## config.mk

```make
export PLATFORM = sky130hd
export DESIGN_NAME = tick_timer_bank
export DESIGN_NICKNAME = d
export VERILOG_FILES = /design/src/rtl/tmr_pkg.sv /design/src/rtl/tmr_addr_decode.sv /design/src/rtl/tmr_channel.sv /design/src/rtl/tick_timer_bank.sv
export SDC_FILE = /design/constraint.sdc
export NUM_CORES = 1
export LEC_CHECK = 0
export BUFFER_PORTS_ARGS = -buffer_cell sky130_fd_sc_hd__buf_2
export CAP_MARGIN = 20
export CORE_MARGIN = 5
export CORE_UTILIZATION = 40
export CTS_BUF_LIST = sky130_fd_sc_hd__clkbuf_16
export DETAILED_ROUTE_END_ITERATION = 16
export SETUP_SLACK_MARGIN = 0.3
export SYNTH_ARGS = -nofsm -noshare
export SYNTH_HDL_FRONTEND = slang
export SYNTH_SLANG_ARGS = --single-unit
```

## constraint.sdc

```tcl
create_clock -name pclk -period 2.84 [get_ports pclk]
set_clock_uncertainty 0.15 [all_clocks]
set_input_delay 0.284 -clock pclk [delete_from_list [all_inputs] [get_ports pclk]]
set_output_delay 0.284 -clock pclk [all_outputs]
set_load 0.01 [all_outputs]
```

## src/rtl/tmr_pkg.sv

```systemverilog
package tmr_pkg;

    typedef enum logic {
        ST_OFF = 1'b0,
        ST_RUN = 1'b1
    } tmr_state_t;

    typedef enum logic [3:0] {
        RK_NONE,
        RK_LOAD,
        RK_CUR,
        RK_CTRL,
        RK_ACK,
        RK_STAT,
        RK_GSTAT,
        RK_GACK,
        RK_RAW,
        RK_VER
    } reg_kind_t;

    localparam int BLK_BYTES  = 'h14;
    localparam int OFS_LOAD   = 'h00;
    localparam int OFS_CUR    = 'h04;
    localparam int OFS_CTRL   = 'h08;
    localparam int OFS_ACK    = 'h0C;
    localparam int OFS_STAT   = 'h10;
    localparam int ADR_GSTAT  = 'hA0;
    localparam int ADR_GACK   = 'hA4;
    localparam int ADR_RAW    = 'hA8;
    localparam int ADR_VER    = 'hAC;

    localparam int CTL_EN     = 0;
    localparam int CTL_PER    = 1;
    localparam int CTL_MASK   = 2;
    localparam int CTL_W      = 3;

endpackage

```

## src/rtl/tmr_addr_decode.sv

```systemverilog
module tmr_addr_decode
    import tmr_pkg::*;
#(
    parameter int NUM_TMR = 2,
    parameter int ADDR_W  = 8,
    localparam int IDX_W  = (NUM_TMR > 1) ? $clog2(NUM_TMR) : 1
) (
    input  logic [ADDR_W-1:0] addr,
    output reg_kind_t         kind,
    output logic [IDX_W-1:0]  idx
);

    localparam logic [ADDR_W-1:0] BLK_A = ADDR_W'(BLK_BYTES);

    logic [ADDR_W-1:0] base_a;
    logic [ADDR_W-1:0] off_a;

    always_comb begin
        kind   = RK_NONE;
        idx    = '0;
        base_a = '0;
        off_a  = '0;
        if (addr[1:0] == 2'b00) begin
            for (int n = 0; n < NUM_TMR; n++) begin
                base_a = ADDR_W'(BLK_BYTES * n);
                off_a  = addr - base_a;
                if (addr >= base_a && off_a < BLK_A) begin
                    idx = n[IDX_W-1:0];
                    case (off_a)
                        ADDR_W'(OFS_LOAD): kind = RK_LOAD;
                        ADDR_W'(OFS_CUR):  kind = RK_CUR;
                        ADDR_W'(OFS_CTRL): kind = RK_CTRL;
                        ADDR_W'(OFS_ACK):  kind = RK_ACK;
                        ADDR_W'(OFS_STAT): kind = RK_STAT;
                        default:           kind = RK_NONE;
                    endcase
                end
            end
            case (addr)
                ADDR_W'(ADR_GSTAT): kind = RK_GSTAT;
                ADDR_W'(ADR_GACK):  kind = RK_GACK;
                ADDR_W'(ADR_RAW):   kind = RK_RAW;
                ADDR_W'(ADR_VER):   kind = RK_VER;
                default:            ;
            endcase
        end
    end

endmodule

```

## src/rtl/tmr_channel.sv

```systemverilog
module tmr_channel
    import tmr_pkg::*;
#(
    parameter int DATA_W = 32
) (
    input  logic              clk,
    input  logic              rst_n,
    input  logic              wr_load,
    input  logic              wr_ctrl,
    input  logic [DATA_W-1:0] wdata,
    input  logic              ack_clr,
    output logic [DATA_W-1:0] load_q,
    output logic [DATA_W-1:0] cur_q,
    output logic [CTL_W-1:0]  ctrl_q,
    output logic              pend_q,
    output logic              irq
);

    tmr_state_t        state_q, state_d;
    logic [DATA_W-1:0] cur_d;
    logic              wrap;

    // next state and next count
    always_comb begin
        state_d = state_q;
        cur_d   = cur_q;
        wrap    = 1'b0;
        unique case (state_q)
            ST_OFF: begin
                if (ctrl_q[CTL_EN]) begin
                    state_d = ST_RUN;
                    cur_d   = load_q;
                end
            end
            ST_RUN: begin
                if (!ctrl_q[CTL_EN]) begin
                    state_d = ST_OFF;
                end else if (cur_q <= DATA_W'(1)) begin
                    wrap  = 1'b1;
                    cur_d = ctrl_q[CTL_PER] ? load_q : '1;
                end else begin
                    cur_d = cur_q - DATA_W'(1);
                end
            end
        endcase
    end

    // state register
    always_ff @(posedge clk or negedge rst_n) begin
        if (!rst_n) begin
            state_q <= ST_OFF;
        end else begin
            state_q <= state_d;
        end
    end

    // datapath and outputs
    always_ff @(posedge clk or negedge rst_n) begin
        if (!rst_n) begin
            load_q <= '0;
            cur_q  <= '0;
            ctrl_q <= '0;
            pend_q <= 1'b0;
        end else begin
            cur_q  <= cur_d;
            pend_q <= wrap | (pend_q & ~ack_clr);
            if (wr_load) load_q <= wdata;
            if (wr_ctrl) ctrl_q <= wdata[CTL_W-1:0];
        end
    end

    assign irq = pend_q & ~ctrl_q[CTL_MASK];


    arm_load_chk: assert property (@(posedge clk) disable iff (!rst_n)
        (state_q == ST_OFF && ctrl_q[CTL_EN]) |=> (state_q == ST_RUN && cur_q == $past(load_q)));


    periodic_wrap_chk: assert property (@(posedge clk) disable iff (!rst_n)
        (state_q == ST_RUN && ctrl_q[CTL_EN] && ctrl_q[CTL_PER] && cur_q == DATA_W'(1))
        |=> (cur_q == $past(load_q) && pend_q));


    free_wrap_chk: assert property (@(posedge clk) disable iff (!rst_n)
        (state_q == ST_RUN && ctrl_q[CTL_EN] && !ctrl_q[CTL_PER] && cur_q == DATA_W'(1))
        |=> (&cur_q && pend_q));


    hold_off_chk: assert property (@(posedge clk) disable iff (!rst_n)
        (state_q == ST_OFF && !ctrl_q[CTL_EN]) |=> ($stable(cur_q) && !$rose(pend_q)));


    ack_clear_chk: assert property (@(posedge clk) disable iff (!rst_n)
        (ack_clr && state_q == ST_OFF) |=> !pend_q);

endmodule

```

## src/rtl/tick_timer_bank.sv

```systemverilog
module tick_timer_bank
    import tmr_pkg::*;
#(
    parameter int          NUM_TMR = 2,
    parameter int          ADDR_W  = 8,
    parameter int          DATA_W  = 32,
    parameter logic [31:0] VERSION = 32'h3230_352A,
    localparam int         IDX_W   = (NUM_TMR > 1) ? $clog2(NUM_TMR) : 1
) (
    input  logic               pclk,
    input  logic               presetn,
    input  logic               psel,
    input  logic               penable,
    input  logic               pwrite,
    input  logic [ADDR_W-1:0]  paddr,
    input  logic [DATA_W-1:0]  pwdata,
    output logic [DATA_W-1:0]  prdata,
    output logic               pready,
    output logic [NUM_TMR-1:0] tmr_irq,
    output logic               irq_any
);

    reg_kind_t         kind;
    logic [IDX_W-1:0]  idx;
    logic              wr_en, rd_en;
    logic [DATA_W-1:0] load_a [NUM_TMR];
    logic [DATA_W-1:0] cur_a  [NUM_TMR];
    logic [CTL_W-1:0]  ctrl_a [NUM_TMR];
    logic [NUM_TMR-1:0] pend_vec;

    assign wr_en  = psel & penable & pwrite;
    assign rd_en  = psel & penable & ~pwrite;
    assign pready = 1'b1;

    tmr_addr_decode #(
        .NUM_TMR (NUM_TMR),
        .ADDR_W  (ADDR_W)
    ) i_dec (
        .addr (paddr),
        .kind (kind),
        .idx  (idx)
    );

    for (genvar n = 0; n < NUM_TMR; n++) begin : g_tmr
        logic sel_me;
        assign sel_me = (idx == IDX_W'(n));

        tmr_channel #(
            .DATA_W (DATA_W)
        ) i_chan (
            .clk     (pclk),
            .rst_n   (presetn),
            .wr_load (wr_en && kind == RK_LOAD && sel_me),
            .wr_ctrl (wr_en && kind == RK_CTRL && sel_me),
            .wdata   (pwdata),
            .ack_clr (rd_en && ((kind == RK_ACK && sel_me) || kind == RK_GACK)),
            .load_q  (load_a[n]),
            .cur_q   (cur_a[n]),
            .ctrl_q  (ctrl_a[n]),
            .pend_q  (pend_vec[n]),
            .irq     (tmr_irq[n])
        );
    end

    assign irq_any = |tmr_irq;

    always_comb begin
        case (kind)
            RK_LOAD:  prdata = load_a[idx];
            RK_CUR:   prdata = cur_a[idx];
            RK_CTRL:  prdata = DATA_W'(ctrl_a[idx]);
            RK_STAT:  prdata = DATA_W'(tmr_irq[idx]);
            RK_GSTAT: prdata = DATA_W'(tmr_irq);
            RK_GACK:  prdata = DATA_W'(tmr_irq);
            RK_RAW:   prdata = DATA_W'(pend_vec);
            RK_VER:   prdata = DATA_W'(VERSION);
            default:  prdata = '0;
        endcase
    end


    global_ack_chk: assert property (@(posedge pclk) disable iff (!presetn)
        (rd_en && kind == RK_GACK && ctrl_a[0][CTL_EN] == 1'b0) |=> !pend_vec[0]);

endmodule

```

# Word level (Yosys, flattened, before mapping)
# Cells that the tools add are included.
# totals
reg_bits,138
# op_classes
n_addsub,3
magnitude_cmp,8
n_eq_ne,25
mux,38
bitwise_logic,18
n_reduce_logical,21
# ops
operator,n
two-way mux 32 bit,14
one-hot mux 32 bit (7 select lines),1
one-hot mux 32 bit (2 select lines),2
"less-or-equal comparator 32 x 1 -> 1 bit, second input constant",2
"subtractor 32 x 1 -> 32 bit, second input constant",2
"== test 8 x 4 -> 1 bit, second input constant",4
"== test 8 bit, second input constant",4
one-hot mux 3 bit (5 select lines),2
"== test 4 x 3 -> 1 bit, second input constant",4
"== test 8 x 3 -> 1 bit, second input constant",2
"== test 8 x 5 -> 1 bit, second input constant",2
logical NOT 8 bit,2
"less-than comparator 8 x 5 -> 1 bit, second input constant",2
one-hot mux 4 bit (4 select lines),1
logical AND 1 bit,12
two-way mux 1 bit,12
two-way mux 4 bit,3
two-way mux 3 bit,3
"== test 4 x 2 -> 1 bit, second input constant",2
"== test 4 bit, second input constant",2
">= comparator 8 x 1 -> 1 bit, second input constant",1
">= comparator 8 x 5 -> 1 bit, second input constant",1
"inequality test 2 x 1 -> 1 bit, second input constant",4
inverter 1 bit,8
other kinds (11),21

# Logic depth before layout (Yosys ltp)
# logic_depth
ltp_word,13
ltp_mapped,10

# Cells and area by module
# From an unflattened synthesis, not the netlist that was laid out.
# unflattened
hier_cells,978
area_unflattened_um2,9261.4
# by_module_without_submodules
module,instances,cells_each,area_each_um2,seq_area_each_um2
tmr_channel,2,392,3841.2,1726.7
tick_timer_bank,1,165,1407.6,0.0
tmr_addr_decode,1,29,171.4,0.0

# Worst setup path after synthesis
# No wires, ideal clock.
# synth_path
kind,register -> register
start,register g_tmr[0].i_chan.cur_q[24]
end,register g_tmr[0].i_chan.cur_q[30]
setup_time_ns,0.123
arrival_ns,2.403
path_slack_ns,0.165
stages_incl_launch_ff,8
n_path_buf,2
synth_period_minus_slack_ns,2.675
path_cell_list,dfrtp_1 or4_4 or4_4 nor4_1 a31oi_1 buf_2 buf_2 o221a_2
# synth_via
elab_chain_cells,4
# synth_lines
item,line,text
"start, declared",tmr_channel.sv:13,"output logic [DATA_W-1:0] cur_q,"
"start signal, assigned",tmr_channel.sv:65,cur_q <= cur_d;
subtractor 32 x 1 -> 32 bit / less-or-equal comparator 32 x 1 -> 1 bit (equally long branches),"tmr_channel.sv:42, tmr_channel.sv:38",
two-way mux 32 bit (*),tmr_channel.sv:38,end else if (cur_q <= DATA_W'(1)) begin
two-way mux 32 bit (*),tmr_channel.sv:36,if (!ctrl_q[CTL_EN]) begin
one-hot mux 32 bit (2 select lines) (*),tmr_channel.sv:28,unique case (state_q)
# Every way passes the cells marked *; elsewhere a longest branch is shown, timed or not. The select of a mux whose other input is x is not followed.
# A chain may end at the register's enable or synchronous reset.

# Worst setup path after layout
# layout_path
start,register g_tmr[0].i_chan.cur_q[27]
end,register g_tmr[0].i_chan.cur_q[17]
# layout_via
elab_chain_cells,4
# layout_lines
item,line
less-or-equal comparator 32 x 1 -> 1 bit,tmr_channel.sv:38
two-way mux 32 bit,tmr_channel.sv:38
two-way mux 32 bit,tmr_channel.sv:36
one-hot mux 32 bit (2 select lines),tmr_channel.sv:28
# Every way passes these cells. The select of a mux whose other input is x is not followed.

==> run metrics <==
status=finished clean; fin cells=1310; DR vias=8176; sequential area share after synthesis=0.414; Cell Area, Synth=8330 sq um; max-slew violations=0; number of global-route vias before repair=7671; num ports=81; Synth Instances=875; post-DP HPWL=19.2 mm; slowest cell on the critical path=or4_4; routed wire length=29.5 mm; diode count=0; Power Density=496 nW/um^2; CP most frequent cell=or4_4; Clock Latency Late Sink=430 ps; CTS buffer count=17; CTS tree=yes; antenna violations before repair=0; CP max FO=8; Worst VDD drop=0.310 mV; Clock Pin Slew Worst Setup and Hold Paths=60 ps; fin util=0.543; Hold Crit Class=input pin to flop; Maximum Capacitance Violations=0; Final nets=1076; synth-to-layout area growth=32.6%; Die X=154 microns; count leader, synth=dfrtp_1; top cells by count, synth=dfrtp_1, nor2_1, mux2_2; Synth area leaders=dfrtp_1, mux2_2, mux2i_1, nor2_1, nor3_1; RSZ-0062 raised after global routing=true; row count=52; max_slew headroom=0.516; setup_tns=0 ps; Yosys reg bits=138; WL per Instance=22.5 microns; CP Class=flop to flop; min Tclk post-route=2720 ps; Post-Place Cells=1219; crit end category=flop; share of cells above drive strength 1=0.338; CP max stage delay=540 ps; Synthesis Warnings=0; Initial DRC Count=810; measured slew at the worst slew-check pin=726 ps; drt pass-1 iters=5; placed cell area=9330 sq um; Worst Hold Slack=29.3 ps; Tot GR Track Use=0.234; DRT antenna net count=0; crit-path cells=or4_4 > or4_4 > o41a_1 > and4_1 > nor4_2; Mapped Nets=924; port bufs=79; worst endpoint required time=3020 ps; fillcell total=1774; largest net degree at the start of global routing=63; Async SR Flop Fraction=1.00; Die H=154 microns; post-synth top area share=0.414; crit share post-route=0.957; total grt overflow=0; Arr. time, crit path=2900 ps; CP startpoint kind=flop; Max Freq=368 MHz; EDFF count, synth=0; multi-input combinational cell area=4980 sq um; syn avg cell area=9.52 sq um; die area=23800 sq um; Num Clock Sinks=138; Initial Utilization=0.409; # setup viols final=0; Leakage=5.41 nW; via-per-instance ratio=6.24; Main synth FF type=dfrtp_1; Final Hold Viols=0; Finished Cell Area=11000 sq um; # DRC=0; CTS Root Cell=clkbuf_16; area of the core=20400 sq um; family with the most delay on the worst path=simple AND/OR/NAND/NOR gates; Yosys cell types=68; Max Root-Sink Buffers=2; first-pass GRT wire length=44.0 mm; GPL Wtd Cong=0.866; CP bufs+invs=0; htree depth=4; register area=3450 sq um; cell taking the most area after synthesis=dfrtp_1
placed cells by master, fill, tap and decap left out, types with 13 or more instances in the layout:
master,n
inv_1,13
o22ai_1,24
dlygate4sd3_1,31
nor4_1,17
a31oi_1,13
nor3_1,50
buf_2,75
clkbuf_16,21
a311oi_1,17
mux2i_1,60
a21oi_1,30
mux2_2,69
nand3_1,22
nand2_1,27
nor2_1,102
buf_4,68
o21ai_0,19
dfrtp_1,138
per-layer routing:
layer	track usage	vias to the layer above	part of all wire
met4	0.0934	0	0.034
met1	0.330	4034	0.44
met2	0.354	385	0.45
li1	-	3674	-
met3	0.0475	83	0.076
met5	0	-	0
registers in the layout, indices dropped and copies added (netlist names):
name	count
g_tmr.i_chan.cur_q	64
g_tmr.i_chan.load_q	64
g_tmr.i_chan.ctrl_q	6
g_tmr.i_chan.pend_q	2
g_tmr.i_chan.state_q	2
worst paths after layout:
path / depth (start not counted) / end / slack [ps] / start
max: 5 / g_tmr[0].i_chan.cur_q[17] / 120 / g_tmr[0].i_chan.cur_q[27]
min: 2 / g_tmr[0].i_chan.load_q[0] / 30 / pwdata[0]
max reg2reg: 5 / g_tmr[0].i_chan.cur_q[17] / 120 / g_tmr[0].i_chan.cur_q[27]
min reg2reg: 1 / g_tmr[1].i_chan.load_q[27] / 370 / g_tmr[1].i_chan.load_q[27]
max in group asynchronous: 3 / g_tmr[0].i_chan.load_q[21] / 1560 / presetn
min in group asynchronous: 2 / g_tmr[1].i_chan.ctrl_q[2] / 230 / presetn
stage by stage:
step           power (mW)  setup slack, ps
6_report             5.48              122
5_1_grt              5.67             65.0
4_1_cts              5.41              127
3_5_place_dp         2.99             73.7
3_3_place_gp         2.98             89.6
2_1_floorplan        2.65              253
logic make-up after synthesis:
logic type,Yosys count,synth area share
other,1,0.000450
AOI/OAI and AO/OA,199,0.176
xor gates and xnor gates,2,0.00210
and+or+nand+nor,316,0.189
buffers and inverters,82,0.0411
adders and majority gates,4,0.00601
DFF,138,0.414
muxes,133,0.171
final cells by class:
| class | count | area share |
|---|---|---|
| Inverter | 13 | 0.00442 |
| Multi-Input combinational cell | 657 | 0.451 |
| Sequential cell | 138 | 0.313 |
| Timing Repair Buffer | 200 | 0.147 |
| Tap cell | 270 | 0.0306 |
| Clock inverter | 15 | 0.0159 |
| Clock buffer | 17 | 0.0385 |
repair_timing:
action                                 4_1_cts  5_1_grt
gates resized for setup                     43       64
endpoints found under the hold margin      113        0
pin swaps                                   18       15
gates cloned                                 6        4
setup endpoints to repair                   75       82
hold buffers                                31        0
setup buffers                               11        7
power breakdown:
| part | internal [mW] | switching [mW] |
|---|---|---|
| registers | 2.02 | 0.0811 |
| logic | 0.450 | 0.616 |
| clock network | 1.38 | 0.922 |
| total | 3.86 | 1.62 |
(Power assumes the default switching activity.)
